===== src/rtl/intc_twobank.sv =====
module intc_twobank #(
  parameter int BANK_W = 32,
  parameter int GPIO_N = 13
) (
  input  logic                  clk,
  input  logic                  rst_n,
  input  logic [2*BANK_W-1:0]   src_in,
  input  logic [GPIO_N-1:0]     gpio_in,
  input  logic                  reg_we,
  input  logic [2:0]            reg_addr,
  input  logic [BANK_W-1:0]     reg_wdata,
  output logic [BANK_W-1:0]     reg_rdata,
  output logic                  irq,
  output logic                  fiq
);
  localparam int NSRC = 2 * BANK_W;

  function automatic int pin_of(input int s);
    if (s == 6 || s == 7) return s - 6;
    if (s >= 19 && s <= 29) return s - 17;
    return -1;
  endfunction

  logic [NSRC-1:0] raw, pend_q, mask_q, steer_q;

  for (genvar g = 0; g < NSRC; g++) begin : g_src
    if (pin_of(g) >= 0 && pin_of(g) < GPIO_N) begin : g_pin
      assign raw[g] = gpio_in[pin_of(g)];
    end else begin : g_per
      assign raw[g] = src_in[g];
    end
  end

  always_ff @(posedge clk or negedge rst_n) begin
    if (!rst_n) begin
      pend_q  <= '0;
      mask_q  <= '0;
      steer_q <= '0;
    end else begin
      pend_q <= raw;
      if (reg_we) begin
        case (reg_addr)
          3'd0: mask_q[BANK_W-1:0]     <= reg_wdata;
          3'd1: steer_q[BANK_W-1:0]    <= reg_wdata;
          3'd3: mask_q[NSRC-1:BANK_W]  <= reg_wdata;
          3'd4: steer_q[NSRC-1:BANK_W] <= reg_wdata;
          default: ;
        endcase
      end
    end
  end

  always_comb begin
    case (reg_addr)
      3'd0: reg_rdata = mask_q[BANK_W-1:0];
      3'd1: reg_rdata = steer_q[BANK_W-1:0];
      3'd2: reg_rdata = pend_q[BANK_W-1:0];
      3'd3: reg_rdata = mask_q[NSRC-1:BANK_W];
      3'd4: reg_rdata = steer_q[NSRC-1:BANK_W];
      3'd5: reg_rdata = pend_q[NSRC-1:BANK_W];
      default: reg_rdata = '0;
    endcase
  end

  wire [NSRC-1:0] live = pend_q & mask_q;
  assign irq = |(live & ~steer_q);
  assign fiq = |(live & steer_q);

  p_pend_sample_r5: assert property (@(posedge clk) disable iff (!rst_n)
    1'b1 |=> pend_q == $past(raw));
  p_mask_write_r4: assert property (@(posedge clk) disable iff (!rst_n)
    (reg_we && reg_addr == 3'd0) |=> mask_q[BANK_W-1:0] == $past(reg_wdata));
  p_masked_quiet_r2: assert property (@(posedge clk) disable iff (!rst_n)
    (mask_q == '0) |-> (!irq && !fiq));
  p_fiq_steered_r3: assert property (@(posedge clk) disable iff (!rst_n)
    fiq |-> |(mask_q & steer_q));
  p_irq_unsteered_r9: assert property (@(posedge clk) disable iff (!rst_n)
    irq |-> |(mask_q & ~steer_q));
endmodule


===== config.mk =====
export PLATFORM = sky130hd
export DESIGN_NAME = intc_twobank
export DESIGN_NICKNAME = d
export VERILOG_FILES = /design/src/rtl/intc_twobank.sv
export SDC_FILE = /design/constraint.sdc
export NUM_CORES = 1
export LEC_CHECK = 0
export CAP_MARGIN = 20
export CORE_ASPECT_RATIO = 1.4
export CORE_MARGIN = 2
export CORE_UTILIZATION = 55
export DETAILED_ROUTE_END_ITERATION = 10
export GPL_ROUTABILITY_DRIVEN = 0
export GPL_TIMING_DRIVEN = 0
export MAX_ROUTING_LAYER = met4
export PLACE_DENSITY = 0.9
export SLEW_MARGIN = 5
export SYNTH_ARGS = -nofsm -noshare
export SYNTH_HDL_FRONTEND = slang
export SYNTH_SLANG_ARGS = --single-unit

===== constraint.sdc =====
create_clock -name clk -period 2 [get_ports clk]
set_input_delay 0.3 -clock clk [delete_from_list [all_inputs] [get_ports clk]]
set_output_delay 0.3 -clock clk [all_outputs]
set_load 0.02 [all_outputs]

---- Word level (Yosys, flattened, before mapping) ----
Index checks and enable logic that the tools add are counted.
Widths: inputs -> output; s select.
cells by class
  add/sub/neg operators ................... 0
  multiply operators ...................... 0
  divide/modulo/power cells ............... 0
  $lt $le $gt $ge ......................... 0
  eq/ne operators ......................... 5
  shift operators ......................... 0
  mux-type cells .......................... 1
  bitwise gates (word level) .............. 4
  reductions and logical operators ........ 7
operators with widths
  cell                number
  $and 64x64->64      3
  $pmux 32 s6         1
  $reduce_or 64->1    2
  $not 64->64         1
  $reduce_and 2->1    4
  $eq 3x2->1 const B  2
  $eq 3x3->1 const B  2
  $eq 3x1->1 const B  1
  $logic_not 3->1     1
storage, ports and cells
  bits in registers ....................... 192
  bits in latches ......................... 0
  RAM bits ................................ 0
  bits in read-only memories .............. 0
  input port bits ......................... 115
  output and inout bits ................... 34
  word-level logic and storage cells ...... 22
  memories kept ........................... 0

---- Logic depth before layout (Yosys ltp) ----
  word-level depth ........................ 3
  depth in mapped cells ................... 5
  depth with buffers taken out ............ 4

---- Least setup slack after synthesis ----
No wires, ideal clock.
  path type ............................... in2out
  from .................................... input port reg_addr[1]
  to ...................................... output port reg_rdata[0]
  arrival time ............................ 1.261 ns
  required time ........................... 1.700 ns
  slack ................................... 0.439 ns
  stages .................................. 5
  cell sequence ........................... and3b_1 -> clkbuf_1 -> clkbuf_1 -> a22oi_1 -> nand3_1
between the ends
  longest elaborated chain between the ends .. 2
  elaborated cells between the ends (all ways) .. 7
ends and longest elaborated chain
  what                                      line  source
  start, declared                           10    input logic [2:0] reg_addr,
  $eq 3x3->1, or another cell as far along  54    case (reg_addr)
  $pmux 32 s6 *                             54
  end, declared                             12    output logic [BANK_W-1:0] reg_rdata,
Every way passes the cells marked *; elsewhere a longest branch is shown, timed or not.

---- Final worst setup path ----
  from .................................... register steer_q[16]
  to ...................................... output port fiq
between the ends
  longest elaborated chain between the ends .. 2
ends and longest elaborated chain
  what                             line  source
  start, declared                  24    logic [NSRC-1:0] raw, pend_q, mask_q, steer_q;
  start signal, assigned by index  44    3'd1: steer_q[BANK_W-1:0] <= reg_wdata;
  start signal, assigned by index  46    3'd4: steer_q[NSRC-1:BANK_W] <= reg_wdata;
  $and 64x64->64                   67    assign fiq = |(live & steer_q);
  $reduce_or 64->1                 67
  end, declared                    14    output logic fiq
Every way passes these cells.

==> results.md <==
- Status: complete, but fails checks
- Failing checks: negative setup slack
- Critical Path Stages: 5
- Antenna violations before repair: 0
- Area of the die: 16500 µm²
- Drt drc: 0
- Total wire length: 30.9 mm
- Die Y: 151 µm
- CTS tree: built
- Port Buffer Count: 135
- Max Cap Viol: 0
- Commonest cells after routing, fill and taps aside: dfrtp_1 (192), mux2_1 (128), clkdlybuf4s50_1 (97), nand3_1 (96), a22oi_1 (87)
- Slowest stage cell on the critical path: nor4_1
- Ys flop type: dfrtp_1
- Core footprint: 15100 µm²
- Share of post-route cells with drive strength above 1: 18.0%
- Fin crit period: 2.49 ns
- Crit. End Element: output port
- Initial drt markers: 1160
- Syn avg cell area: 12.8 µm²
- Ys async rst share: 100%
- Vias after detailed routing: 7666
- Critical-path cell list: nand3_1, nand4_1, nor4_1, nand4_1, buf_4
- CP arrival: 2.19 ns
- Pleak: 4.66 nW
- WS Path Type: register to output port
- Total I/O pin count: 149
- Synth Warn #: 0
- Commonest non-fill, non-tap cell in the layout: dfrtp_1
- Worst R2R End: steer_q[61]$_DFFE_PN0P_
- Clock transition at path regs: 0.07 ns
- Syn nets: 778
- # rows: 53
- Total GRT Usage: 40.1%
- Initial Utilization: 56.5%
- Hold Path Class: primary input to register
- Flop-to-flop setup slack: 0.98 ns
- Clk buf depth: 2
- CTS buffer count: 17
- Antenna Nets Post-Route: 0
- EDFF count, synth: 0
- Hold Startpoint: gpio_in[6]
- CP bufs+invs: 1
- Delay-heaviest family, CP: simple AND/OR/NAND/NOR gates
- Setup WS pre-CTS: -1.41 ns
- Post-DP Area: 10100 µm²
- RSZ-0062 raised after global routing: yes
- Clock latency on the worst-skew pair: 0.45 ns
- Routed len/inst: 29.3 µm
- Synthesized area: 8500 µm²
- Final Max Slew Viols: 0
- Post-synthesis to final-layout area growth: 30.6%
- Max-slew headroom: 56.5%
- P per Cell Area: 984 nW/µm²
- FF-to-FF Start: steer_q[61]$_DFFE_PN0P_
- Number of global-route vias before repair: 7881
- Final worst-path cycle share: 124%
- Final worst slack: -0.487 ns
- Worst-Margin Slew: 0.652 ns
- Finished Cell Area: 11100 µm²
- Total gr overflow: 0
- DP Wirelength: 17.8 mm
- Synth unique cells: 19
- # clock sinks: 192
- Fmax: 402 MHz
- CP Max Fanout: 4
- Hold Path Stages: 1
- Clock Skews: 0 ns
- H-Tree Depth: 4
- Crit start category: register
- FILL cells: 894
- Die X-Extent: 109 µm
- Root Driver: clkbuf_16
- Vias per std cell: 7.29
- Part of the Yosys area used for sequential elements: 56.5%
- Smallest hold slack: 0.281 ns
- Endpoints failing setup: 2
- Largest stage delay, worst path: 0.51 ns
- Worst-case vdd ir drop: 0.634 mV
- Detailed Routing Iterations Pass 1: 7
- Cells on worst reg2reg path: 2
- Largest net degree at the start of global routing: 105
- Worst Path Required: 1.70 ns
- Most frequent CP cell: nand4_1
- # nets final: 962
- Synthesis-stage register bit count: 192
- Fin. Hold Viols: 0
- Global-route wire length before repair: 45.5 mm
- Hold EP: pend_q[23]$_DFF_PN0_
- Synthesized netlist cell count: 663
-- worst max-delay path by stage --
stage,slack [ns],to,start
6_report,-0.49,fiq,steer_q[16]$_DFFE_PN0P_
4_1_cts,-0.24,irq,mask_q[45]$_DFFE_PN0P_
5_1_grt,-0.47,irq,mask_q[55]$_DFFE_PN0P_
3_5_place_dp,-1.41,reg_rdata[4],reg_addr[2]
3_3_place_gp,-7.00,mask_q[50]$_DFFE_PN0P_,rst_n
2_1_floorplan,0.44,reg_rdata[0],reg_addr[1]
-- worst reg2reg max path, stage by stage, from the launching register on --
cell and delay, ns:
dfrtp_1 0.42, buf_4 0.16, mux2_1 0.31
-- final cells by class --
type                    instances  area [µm²]  area share, %
diodes                          1        2.50         0.0225
clock buffers                  19         433           3.90
repair buffers                166        1470           13.2
plain buffers                  34         413           3.72
flip-flops and latches        192        4800           43.2
clock inverters                12         144           1.30
well taps                     192         240           2.16
multi-input cells             436        3600           32.4
-- flip-flops by register name, summed over array words and instances (netlist names) --
signal,count
pend_q,64
mask_q,64
steer_q,64
-- per-layer routing --
layer | share of wire (%) | global-route usage [%] | vias up | routed length [µm]
met1 | 32 | 44.4 | 3664 | 9740
li1 | - | - | 2938 | -
met4 | 9.7 | 30.4 | 0 | 2990
met3 | 14 | 15.1 | 291 | 4220
met5 | 0 | - | - | 0
met2 | 45 | 58.3 | 773 | 13900
-- cells in the mapped netlist (2+ instances only) --
cell         n  share of area, %
nand3_1     96               5.6
and2_1       3              0.22
nor3b_4      2              0.44
and3b_1      2              0.21
clkbuf_1    19              0.84
o2111ai_1   16               1.6
mux2_1     128                17
nand3b_1    48               4.2
buf_2        2              0.12
nand4_1     18               1.3
buf_4        2              0.18
nor4_1       8              0.59
nand2_1     16              0.71
dfrtp_1    192                56
buf_6       12               1.6
a22oi_1     96               8.5
-- through the flow --
stage / util (%) / power, mW / cells / setup TNS [ns]
CTS: 74.1 / 10.7 / 1049 / -0.429
global placement: 67.1 / 7.06 / 990 / -1417.37
detailed placement: 67.3 / 7.16 / 991 / -80.38
finish: 73.8 / 10.9 / 1052 / -0.932
global route: 73.8 / 11.3 / 1051 / -0.925
floorplan: - / 6.15 / 663 / 0
-- report_power, final --
group / internal (mW) / switching [mW]
sequential: 4.52 / 0.767
clock: 1.95 / 1.50
combinational: 1.05 / 1.15
total: 7.52 / 3.41
-- cells by family (layout without fill, tap and decap cells) --
family	Yosys count	in the layout	share of synthesized area, %
and+or+nand+nor	196	196	13.7
AOI/OAI and AO/OA	112	112	10.1
other	0	1	0
DFF	192	192	56.5
muxes	128	128	16.9
buffers and inverters	35	231	2.72
-- repair_timing --
item                                   in CTS  in global routing
endpoints found under the hold margin      88                  0
setup endpoints to repair                  34                 33
hold buffers                                1                  0
resized for setup                         163                 60
cloned                                      2                  0
pin swaps                                  10                  9
setup buffers                              25                  2
Power figures use the tool's default switching activity.
